### src/rtl/nvm_ld_pkg.sv
package nvm_ld_pkg;
  typedef enum logic [2:0] {
    LD_START,
    LD_ISSUE,
    LD_WAIT,
    LD_FLUSH,
    LD_DONE
  } ld_state_e;
endpackage

### src/rtl/nvm_ld_addr_gen.sv
module nvm_ld_addr_gen #(
  parameter int unsigned          MEM_AW   = 8,
  parameter int unsigned          SW       = 5,
  parameter logic [MEM_AW-1:0]    SIG_ADDR = 8'h37,
  parameter logic [MEM_AW-1:0]    UNC_BASE = 8'h10,
  parameter int unsigned          UNC_CNT  = 16,
  parameter logic [MEM_AW-1:0]    CND_BASE = 8'h2C,
  parameter int unsigned          CND_CNT  = 8
) (
  input  logic [SW-1:0]     step_i,
  output logic [MEM_AW-1:0] addr_o,
  output logic              is_sig_o,
  output logic              is_cond_o,
  output logic              is_last_o
);
  localparam int unsigned LAST = UNC_CNT + CND_CNT;

  assign is_sig_o  = (step_i == '0);
  assign is_last_o = (int'(step_i) == int'(LAST));

  generate
    if (CND_CNT == 0) begin : g_no_cond
      assign is_cond_o = 1'b0;
    end else begin : g_cond
      assign is_cond_o = (int'(step_i) > int'(UNC_CNT));
    end
  endgenerate

  always_comb begin
    if (is_sig_o)
      addr_o = SIG_ADDR;
    else if (!is_cond_o)
      addr_o = MEM_AW'(int'(UNC_BASE) + int'(step_i) - 1);
    else
      addr_o = MEM_AW'(int'(CND_BASE) + int'(step_i) - 1 - int'(UNC_CNT));
  end
endmodule

### src/rtl/nvm_ld_fsm.sv
module nvm_ld_fsm
  import nvm_ld_pkg::*;
#(
  parameter int unsigned          MEM_AW   = 8,
  parameter int unsigned          DW       = 16,
  parameter int unsigned          REG_AW   = 6,
  parameter int unsigned          FLAG_BIT = 15,
  parameter logic [DW-1:0]        SIG_VAL  = 16'hAA55,
  parameter logic [MEM_AW-1:0]    SIG_ADDR = 8'h37,
  parameter logic [MEM_AW-1:0]    UNC_BASE = 8'h10,
  parameter int unsigned          UNC_CNT  = 16,
  parameter logic [MEM_AW-1:0]    CND_BASE = 8'h2C,
  parameter int unsigned          CND_CNT  = 8
) (
  input  logic              clk_i,
  input  logic              rst_ni,
  output logic              mem_rd_o,
  output logic [MEM_AW-1:0] mem_addr_o,
  input  logic              mem_valid_i,
  input  logic [DW-1:0]     mem_data_i,
  output logic              ld_we_o,
  output logic [REG_AW-1:0] ld_addr_o,
  output logic [DW-1:0]     ld_data_o,
  output logic              done_o
);
  localparam int unsigned STEPS = 1 + UNC_CNT + CND_CNT;
  localparam int unsigned SW    = $clog2(STEPS);

  ld_state_e         state_q;
  logic [SW-1:0]     step_q;
  logic              sig_ok_q;
  logic              wr_en_q;
  logic [REG_AW-1:0] wr_addr_q;
  logic [DW-1:0]     wr_data_q;
  logic              is_sig, is_cond, is_last;

  nvm_ld_addr_gen #(
    .MEM_AW(MEM_AW), .SW(SW), .SIG_ADDR(SIG_ADDR),
    .UNC_BASE(UNC_BASE), .UNC_CNT(UNC_CNT),
    .CND_BASE(CND_BASE), .CND_CNT(CND_CNT)
  ) u_addr (
    .step_i(step_q), .addr_o(mem_addr_o),
    .is_sig_o(is_sig), .is_cond_o(is_cond), .is_last_o(is_last)
  );

  always_ff @(posedge clk_i or negedge rst_ni) begin
    if (!rst_ni) begin
      state_q   <= LD_START;
      step_q    <= '0;
      sig_ok_q  <= 1'b0;
      wr_en_q   <= 1'b0;
      wr_addr_q <= '0;
      wr_data_q <= '0;
    end else begin
      wr_en_q <= 1'b0;
      unique case (state_q)
        LD_START: state_q <= LD_ISSUE;
        LD_ISSUE: state_q <= LD_WAIT;
        LD_WAIT: if (mem_valid_i) begin
          if (is_sig) begin
            if (mem_data_i == SIG_VAL) begin
              sig_ok_q <= 1'b1;
              step_q   <= step_q + SW'(1);
              state_q  <= LD_ISSUE;
            end else begin
              state_q  <= LD_FLUSH;
            end
          end else begin
            wr_en_q   <= !is_cond || mem_data_i[FLAG_BIT];
            wr_addr_q <= mem_addr_o[REG_AW-1:0];
            wr_data_q <= mem_data_i;
            if (is_last) state_q <= LD_FLUSH;
            else begin
              step_q  <= step_q + SW'(1);
              state_q <= LD_ISSUE;
            end
          end
        end
        LD_FLUSH: state_q <= LD_DONE;
        default:  state_q <= LD_DONE;
      endcase
    end
  end

  assign mem_rd_o  = (state_q == LD_ISSUE);
  assign done_o    = (state_q == LD_DONE);
  assign ld_we_o   = wr_en_q;
  assign ld_addr_o = wr_addr_q;
  assign ld_data_o = wr_data_q;

  p_rd_single_r2: assert property (@(posedge clk_i) disable iff (!rst_ni)
    mem_rd_o |=> !mem_rd_o);
  p_addr_hold_r2: assert property (@(posedge clk_i) disable iff (!rst_ni)
    (state_q == LD_WAIT) |-> $stable(mem_addr_o));
  p_write_needs_sig_r3: assert property (@(posedge clk_i) disable iff (!rst_ni)
    wr_en_q |-> sig_ok_q);
  p_cond_flag_r5: assert property (@(posedge clk_i) disable iff (!rst_ni)
    (wr_en_q && int'(wr_addr_q) >= int'(CND_BASE[REG_AW-1:0])
             && int'(wr_addr_q) <  int'(CND_BASE[REG_AW-1:0]) + int'(CND_CNT))
      |-> wr_data_q[FLAG_BIT]);
  p_done_sticky_r7: assert property (@(posedge clk_i) disable iff (!rst_ni)
    done_o |=> done_o);
  p_idle_after_done_r9: assert property (@(posedge clk_i) disable iff (!rst_ni)
    done_o |-> (!mem_rd_o && !wr_en_q));
endmodule

### src/rtl/nvm_ld_wr_mux.sv
module nvm_ld_wr_mux #(
  parameter int unsigned REG_AW  = 6,
  parameter int unsigned DW      = 16,
  parameter int unsigned UNC_LO  = 16,
  parameter int unsigned UNC_CNT = 16,
  parameter int unsigned CND_LO  = 44,
  parameter int unsigned CND_CNT = 8
) (
  input  logic              clk_i,
  input  logic              rst_ni,
  input  logic              busy_i,
  input  logic              ld_we_i,
  input  logic [REG_AW-1:0] ld_addr_i,
  input  logic [DW-1:0]     ld_data_i,
  input  logic              host_we_i,
  input  logic [REG_AW-1:0] host_addr_i,
  input  logic [DW-1:0]     host_data_i,
  output logic              reg_we_o,
  output logic [REG_AW-1:0] reg_addr_o,
  output logic [DW-1:0]     reg_data_o
);
  assign reg_we_o   = busy_i ? ld_we_i   : host_we_i;
  assign reg_addr_o = busy_i ? ld_addr_i : host_addr_i;
  assign reg_data_o = busy_i ? ld_data_i : host_data_i;

  // order tracker for the load-phase checks
  logic              seen_q;
  logic [REG_AW-1:0] last_q;
  always_ff @(posedge clk_i or negedge rst_ni) begin
    if (!rst_ni) begin
      seen_q <= 1'b0;
      last_q <= '0;
    end else if (busy_i && reg_we_o) begin
      seen_q <= 1'b1;
      last_q <= reg_addr_o;
    end
  end

  p_load_range_r6: assert property (@(posedge clk_i) disable iff (!rst_ni)
    (busy_i && reg_we_o) |->
      ((int'(reg_addr_o) >= int'(UNC_LO) && int'(reg_addr_o) < int'(UNC_LO + UNC_CNT)) ||
       (int'(reg_addr_o) >= int'(CND_LO) && int'(reg_addr_o) < int'(CND_LO + CND_CNT))));
  p_ascending_r6: assert property (@(posedge clk_i) disable iff (!rst_ni)
    (busy_i && reg_we_o && seen_q) |-> (reg_addr_o > last_q));
endmodule

### src/rtl/nvm_cfg_loader.sv
module nvm_cfg_loader #(
  parameter int unsigned          MEM_AW   = 8,
  parameter int unsigned          DW       = 16,
  parameter int unsigned          REG_AW   = 6,
  parameter int unsigned          FLAG_BIT = 15,
  parameter logic [DW-1:0]        SIG_VAL  = 16'hAA55,
  parameter logic [MEM_AW-1:0]    SIG_ADDR = 8'h37,
  parameter logic [MEM_AW-1:0]    UNC_BASE = 8'h10,
  parameter int unsigned          UNC_CNT  = 16,
  parameter logic [MEM_AW-1:0]    CND_BASE = 8'h2C,
  parameter int unsigned          CND_CNT  = 8
) (
  input  logic              clk_i,
  input  logic              rst_ni,
  output logic              mem_rd_o,
  output logic [MEM_AW-1:0] mem_addr_o,
  input  logic              mem_valid_i,
  input  logic [DW-1:0]     mem_data_i,
  input  logic              host_we_i,
  input  logic [REG_AW-1:0] host_addr_i,
  input  logic [DW-1:0]     host_data_i,
  output logic              reg_we_o,
  output logic [REG_AW-1:0] reg_addr_o,
  output logic [DW-1:0]     reg_data_o,
  output logic              busy_o,
  output logic              done_o
);
  logic              ld_we;
  logic [REG_AW-1:0] ld_addr;
  logic [DW-1:0]     ld_data;

  nvm_ld_fsm #(
    .MEM_AW(MEM_AW), .DW(DW), .REG_AW(REG_AW), .FLAG_BIT(FLAG_BIT),
    .SIG_VAL(SIG_VAL), .SIG_ADDR(SIG_ADDR),
    .UNC_BASE(UNC_BASE), .UNC_CNT(UNC_CNT),
    .CND_BASE(CND_BASE), .CND_CNT(CND_CNT)
  ) u_fsm (
    .clk_i, .rst_ni, .mem_rd_o, .mem_addr_o, .mem_valid_i, .mem_data_i,
    .ld_we_o(ld_we), .ld_addr_o(ld_addr), .ld_data_o(ld_data), .done_o
  );

  assign busy_o = !done_o;

  nvm_ld_wr_mux #(
    .REG_AW(REG_AW), .DW(DW),
    .UNC_LO(int'(UNC_BASE[REG_AW-1:0])), .UNC_CNT(UNC_CNT),
    .CND_LO(int'(CND_BASE[REG_AW-1:0])), .CND_CNT(CND_CNT)
  ) u_mux (
    .clk_i, .rst_ni, .busy_i(busy_o),
    .ld_we_i(ld_we), .ld_addr_i(ld_addr), .ld_data_i(ld_data),
    .host_we_i, .host_addr_i, .host_data_i,
    .reg_we_o, .reg_addr_o, .reg_data_o
  );

  p_busy_done_r8: assert property (@(posedge clk_i) disable iff (!rst_ni)
    busy_o != done_o);
endmodule

### config.mk
export PLATFORM = sky130hd
export DESIGN_NAME = nvm_cfg_loader
export DESIGN_NICKNAME = d
export VERILOG_FILES = /design/src/rtl/nvm_ld_pkg.sv /design/src/rtl/nvm_ld_addr_gen.sv /design/src/rtl/nvm_ld_fsm.sv /design/src/rtl/nvm_ld_wr_mux.sv /design/src/rtl/nvm_cfg_loader.sv
export SDC_FILE = /design/constraint.sdc
export NUM_CORES = 1
export LEC_CHECK = 0
export CORE_AREA = 5 5 71 73
export DETAILED_ROUTE_END_ITERATION = 8
export DIE_AREA = 0 0 76 78
export HOLD_SLACK_MARGIN = 0.15
export PLACE_DENSITY = 0.83
export SETUP_SLACK_MARGIN = 0.02
export SYNTH_ARGS = -nofsm -noshare
export SYNTH_HDL_FRONTEND = slang
export SYNTH_SLANG_ARGS = --single-unit
### constraint.sdc
create_clock -name clk_i -period 2.9 [get_ports clk_i]
set_input_delay 0.435 -clock clk_i [delete_from_list [all_inputs] [get_ports clk_i]]
set_output_delay 0.435 -clock clk_i [all_outputs]
set_load 0.01 [all_outputs]
# Yosys cells after proc, flatten, opt, wreduce, memory -nomap -nowiden
# Index checks and enable logic that the tools add are counted.
# W data, S select, Z words.
word_totals:
  in_bits: 42
  out_inout_bits: 34
  word_cells: 44
  ff_bits: 31
op_classes:
  reduce_logical: 7
  n_eq_ne: 8
  order_cmp: 1
  n_bitwise: 1
  n_addsub: 6
  n_mux: 16
op_table:
  columns: ["operator", "count"]
  rows:
  - ["$eq A16 B16 Y1 const B", 1]
  - ["$mux W16", 1]
  - ["$mux W8", 2]
  - ["$mux W5", 3]
  - ["$pmux W3 S3", 1]
  - ["$sub A7 B1 Y8 const B", 1]
  - ["$sub A8 B6 Y8 const B", 1]
  - ["$add A6 B5 Y7 const A", 1]
  - ["$sub A6 B1 Y7 const B", 1]
  - ["$add A5 B5 Y6 const A", 1]
  - ["$mux W3", 2]
  - ["$mux W6", 1]
  - ["$add A5 B1 Y5 const B", 1]
  - ["$eq A5 B4 Y1 const B", 1]
  - ["$gt A5 B5 Y1 const B", 1]
  - ["$logic_not A5 Y1", 1]
  - ["$mux W1", 4]
  - ["$mux W2", 2]
  - ["$ne A2 B2 Y1 const B", 2]
  - ["$reduce_and A4 Y1", 1]
  - ["$eq A3 B1 Y1 const B", 1]
  - ["$eq A3 B2 Y1 const B", 1]
  - ["$eq A3 B3 Y1 const B", 1]
  - ["$logic_not A3 Y1", 1]
  - ["other kinds (5)", 6]

# Logic depth before layout (Yosys ltp)
logic_depth:
  ltp_word: 6
  depth_mapped: 9
  mapped_depth_nobuf: 6

# Cells and area by module
# Synthesis repeated with hierarchy kept, for this count alone.
hier_totals:
  cells_unflattened: 146
  hier_area_um2: 1809.2
modules_own_cells:
  columns: ["module", "area_per_inst_um2", "seq_area_each_um2", "instances", "cells_each"]
  rows:
  - ["nvm_ld_fsm", 1308.8, 775.7, 1, 86]
  - ["nvm_ld_wr_mux", 281.5, 0.0, 1, 25]
  - ["nvm_ld_addr_gen", 215.2, 0.0, 1, 34]
  - ["nvm_cfg_loader", 3.8, 0.0, 1, 1]

# Worst setup path before layout
# Ideal clock, no wire load.
synth_timing:
  path_type: "reg-to-output"
  start: "reg u_fsm.step_q[0]"
  end: "out mem_addr_o[0]"
  path_stages_with_launch: 7
  t_arrival_ns: 1.537
  setup_slack_ns: 0.928
  n_path_buf: 2
  required_time_ns: 2.465
  path_cell_list: "dfrtp_1 -> clkbuf_2 -> inv_1 -> ha_1 -> or4b_1 -> buf_2 -> nand2_1"
synth_between:
  elab_chain_len: 5
  word_cells_on_any_way: 9
  cone_classes: "add/sub: 5; order compare: 1; mux: 2; reduce/logical: 1"
synth_lines:
  columns: ["element", "line_no", "text"]
  rows:
  - ["from (decl)", "nvm_ld_fsm.sv:30", "logic [SW-1:0] step_q;"]
  - ["from (signal assigned)", "nvm_ld_fsm.sv:63", "step_q <= step_q + SW'(1);"]
  - ["from (signal assigned)", "nvm_ld_fsm.sv:74", "step_q <= step_q + SW'(1);"]
  - ["$add A6 B5 Y7", "nvm_ld_addr_gen.sv:35", "addr_o = MEM_AW'(int'(CND_BASE) + int'(step_i) - 1 - int'(UNC_CNT));"]
  - ["$sub A7 B1 Y8", "nvm_ld_addr_gen.sv:35", null]
  - ["$sub A8 B6 Y8", "nvm_ld_addr_gen.sv:35", null]
  - ["$mux W8", "nvm_ld_addr_gen.sv:32", "else if (!is_cond_o)"]
  - ["$mux W8 *", "nvm_ld_addr_gen.sv:30", "if (is_sig_o)"]
  - ["to (decl)", "nvm_cfg_loader.sv:16", "output logic [MEM_AW-1:0] mem_addr_o,"]
# Mark *: on every way between the ends. The rest lies on a longest branch, timed or not.

# Worst setup path in the final report
layout_timing:
  start: "reg u_fsm.step_q[2]"
  end: "out mem_addr_o[3]"
# Same word-level chain as after synthesis.

==> results.cfg <==
[route]
first_iter_violations = 72
drc = 0
ant_nets = 0
drt_wl_total_um = 5129
via_per_inst = 5.111
first_pass_iters = 4
route.detailed.wl_per_inst_um = 15.83
vias = 1656

[floorplan]
core_um2 = 4294
fp.dieW_um = 76
boundaryPins = 76
die_h_um = 78
start_util_pct = 45.19
die_area_um2 = 5928
row_count = 24

[power]
comb_power_share_pct = 54.7
internal_power_w = 0.001779
power_frac_clock_pct = 16.4
powerDensity_nw_per_um2 = 970.9
seq_power_share_pct = 28.9
p_sw_share_pct = 34.46
ir_drop_v = 0.0004344
power.switching_w = 0.0009352
p_leak_nw = 1.245
total_power_w = 0.002714

[flow_run]
maxCapViolations = 0

[timing]
max_freq_mhz = 364.7
fin_skew_ns = 0.004024
rsz0062_at_grt = false
setup_slack_ns = 0.1577
setup_viol = 0
hold_viol_final = 0
maxSlewViolCount = 0
post-route-period-util_pct = 94.56
final.min_clock_period_ns = 2.742
finalSetupTns_ns = 0

[placement]
dp_cells = 314
io_buffers = 73
gp_congestion = 0.8860
dpl_worst_slack_ns = 0.3365
post-dp-hpwl_um = 3730

[clock_tree]
numCtsBuffers = 5
numClockSinks = 31
path_clk_slew_ns = 0.07
htreeDepth = 2
ctsHoldBuffers = 0
cts_tree = built
clk_latency_ns = 0.28
clockBufferDepth = 2
cts-root-buf = clkbuf_8

[grt]
grt_max_degree = 32
grt_pass1_vias = 1661
antenna_found_initial = 0
grt_usage_pct = 17.26
grt_pass1_wl_um = 8231
grt-ovfl-total = 0

[synth]
ys_types = 47
synth.area.top_cells = dfrtp_1 (40%), mux2_2 (15%), nand2_1 (11%)
ys_ff_latch = 31
synth_area_per_cell_um2 = 9.752
netlist.area_leader.share_pct = 39.97
yosysWarnings = 0
syn_area_um2 = 1941
synthCells = 199
synth_flop_cell = dfrtp_1
ys_seq_area_share_pct = 39.97
synthArstFlopShare_pct = 100.0
synth.largest_area_cell = dfrtp_1
synth_edf_count = 0

[cells_and_area]
fin_util_pct = 65.09
area_growth_pct = 44.04
n_antenna_cell = 0
instances_no_fill = 324
drive_gt1_share_pct = 18.75
nets = 316

[worst_setup_path]
endpoint_kind = primary output
critPathTopFamily = buffers and inverters
crit_slowest_cell = dfrtp_1
worstPathRequired_ns = 2.47
crit_fanout = 10
cp_num_buf_inv = 2
worstPathCellList = inv_1 > maj3_1 > a22o_1 > nor2_1 > clkdlybuf4s50_1
rrSetupSlack_ns = 0.99
setup.worst_path.start_class = register
crit_arrival_ns = 2.31
path_class = reg2out
slowest_delay_ns = 0.60

[min_path]
min_path_type = reg2reg

[outcome]
status = completed
-- cells by family after synthesis --
group           count (synthesis)  synth area share [%]
buf+inv                        19                 6.963
flops                          31                 39.97
compound gates                 21                 7.285
simple gates                   91                 25.40
fa+ha+maj                       4                 2.450
mux                            26                 15.02
xor+xnor                        6                 2.708
other cells                     1                0.1932
-- power by group through the flow --
stage                     Sequential [W]  Combinational, W  Clock, W
final                           0.000783           0.00149  0.000445
after global routing            0.000810           0.00161  0.000465
after CTS                       0.000777           0.00150  0.000451
after detailed placement        0.000785           0.00148         0
after global placement          0.000773           0.00146         0
after floorplan                 0.000688          0.000894         0
-- registers in the layout, indices dropped and copies added (netlist names) --
signal / count
u_fsm.ld_data_o: 16
u_fsm.ld_addr_o: 6
u_fsm.step_q: 5
u_fsm.state_q: 3
u_fsm.ld_we_o: 1
-- final timing paths --
check	cells after the start	to	from
setup / recovery	5	mem_addr_o[3]	u_fsm.step_q[2]
hold / removal	2	u_fsm.ld_data_o[3]	u_fsm.ld_data_o[3]
setup reg to reg	6	u_fsm.step_q[1]	u_fsm.step_q[0]
hold reg to reg	2	u_fsm.ld_data_o[3]	u_fsm.ld_data_o[3]
max in group asynchronous	2	u_fsm.ld_addr_o[1]	rst_ni
min in group asynchronous	2	u_fsm.ld_addr_o[5]	rst_ni
-- Yosys cell counts (3+ instances only) --
library cell and count:
nand2b_1 3, inv_1 5, nor2_1 10, dfrtp_1 31, ha_1 3, buf_4 5
buf_6 3, nand2_1 56, xnor2_1 4, a31oi_1 4, o21ai_0 5, mux2_2 25
a211oi_1 3
-- layout by cell type, fill, tap and decap left out, drive strengths merged, types with 4 or more instances in the layout --
cell type      instances
clkbuf                 6
xnor2                  4
mux2                  25
o21ai                  6
a31oi                  4
dfrtp                 31
nand2                 57
buf                    5
inv                    5
nor2                  12
clkdlybuf4s50         73
-- final cells by class --
| cell class | instances | area, um^2 |
|---|---|---|
| fill | 364 | 1499 |
| multi-input combinational | 150 | 1050 |
| tap | 52 | 65.06 |
| timing repair buffer | 78 | 768.2 |
| clock inverter | 2 | 35.03 |
| inverter | 5 | 18.77 |
| clock buffer | 6 | 82.58 |
| sequential | 31 | 775.7 |
-- per-stage QoR --
step	hold WS [ns]	area, um^2
global route	0.5016	2795
finish	0.4760	2795
global placement	0.4555	2653
detailed placement	0.4633	2653
floorplan	0.1394	1944
CTS	0.4805	2774
-- metal layers --
metal  vias up  GRT usage (%)  wire (um)
met5         -              0          0
met3         6          4.398        310
met2        56          28.77       2488
li1        827              -          -
met4         0          6.940         86
met1       767          21.23       2243
-- tightest hold or removal path, delay by kind of cell (launching register included) --
kind             cells  cell delay, ns
DFF                  1            0.34
and+or+nand+nor      2            0.10
-- what timing repair did --
item / 4_1_cts / 5_1_grt
pin swaps: 0 / 0
gates resized for setup: 1 / 3
endpoints found under the setup margin: 2 / 4
setup buffers: 0 / 2
Note: power is estimated with default switching activity, not from simulation.
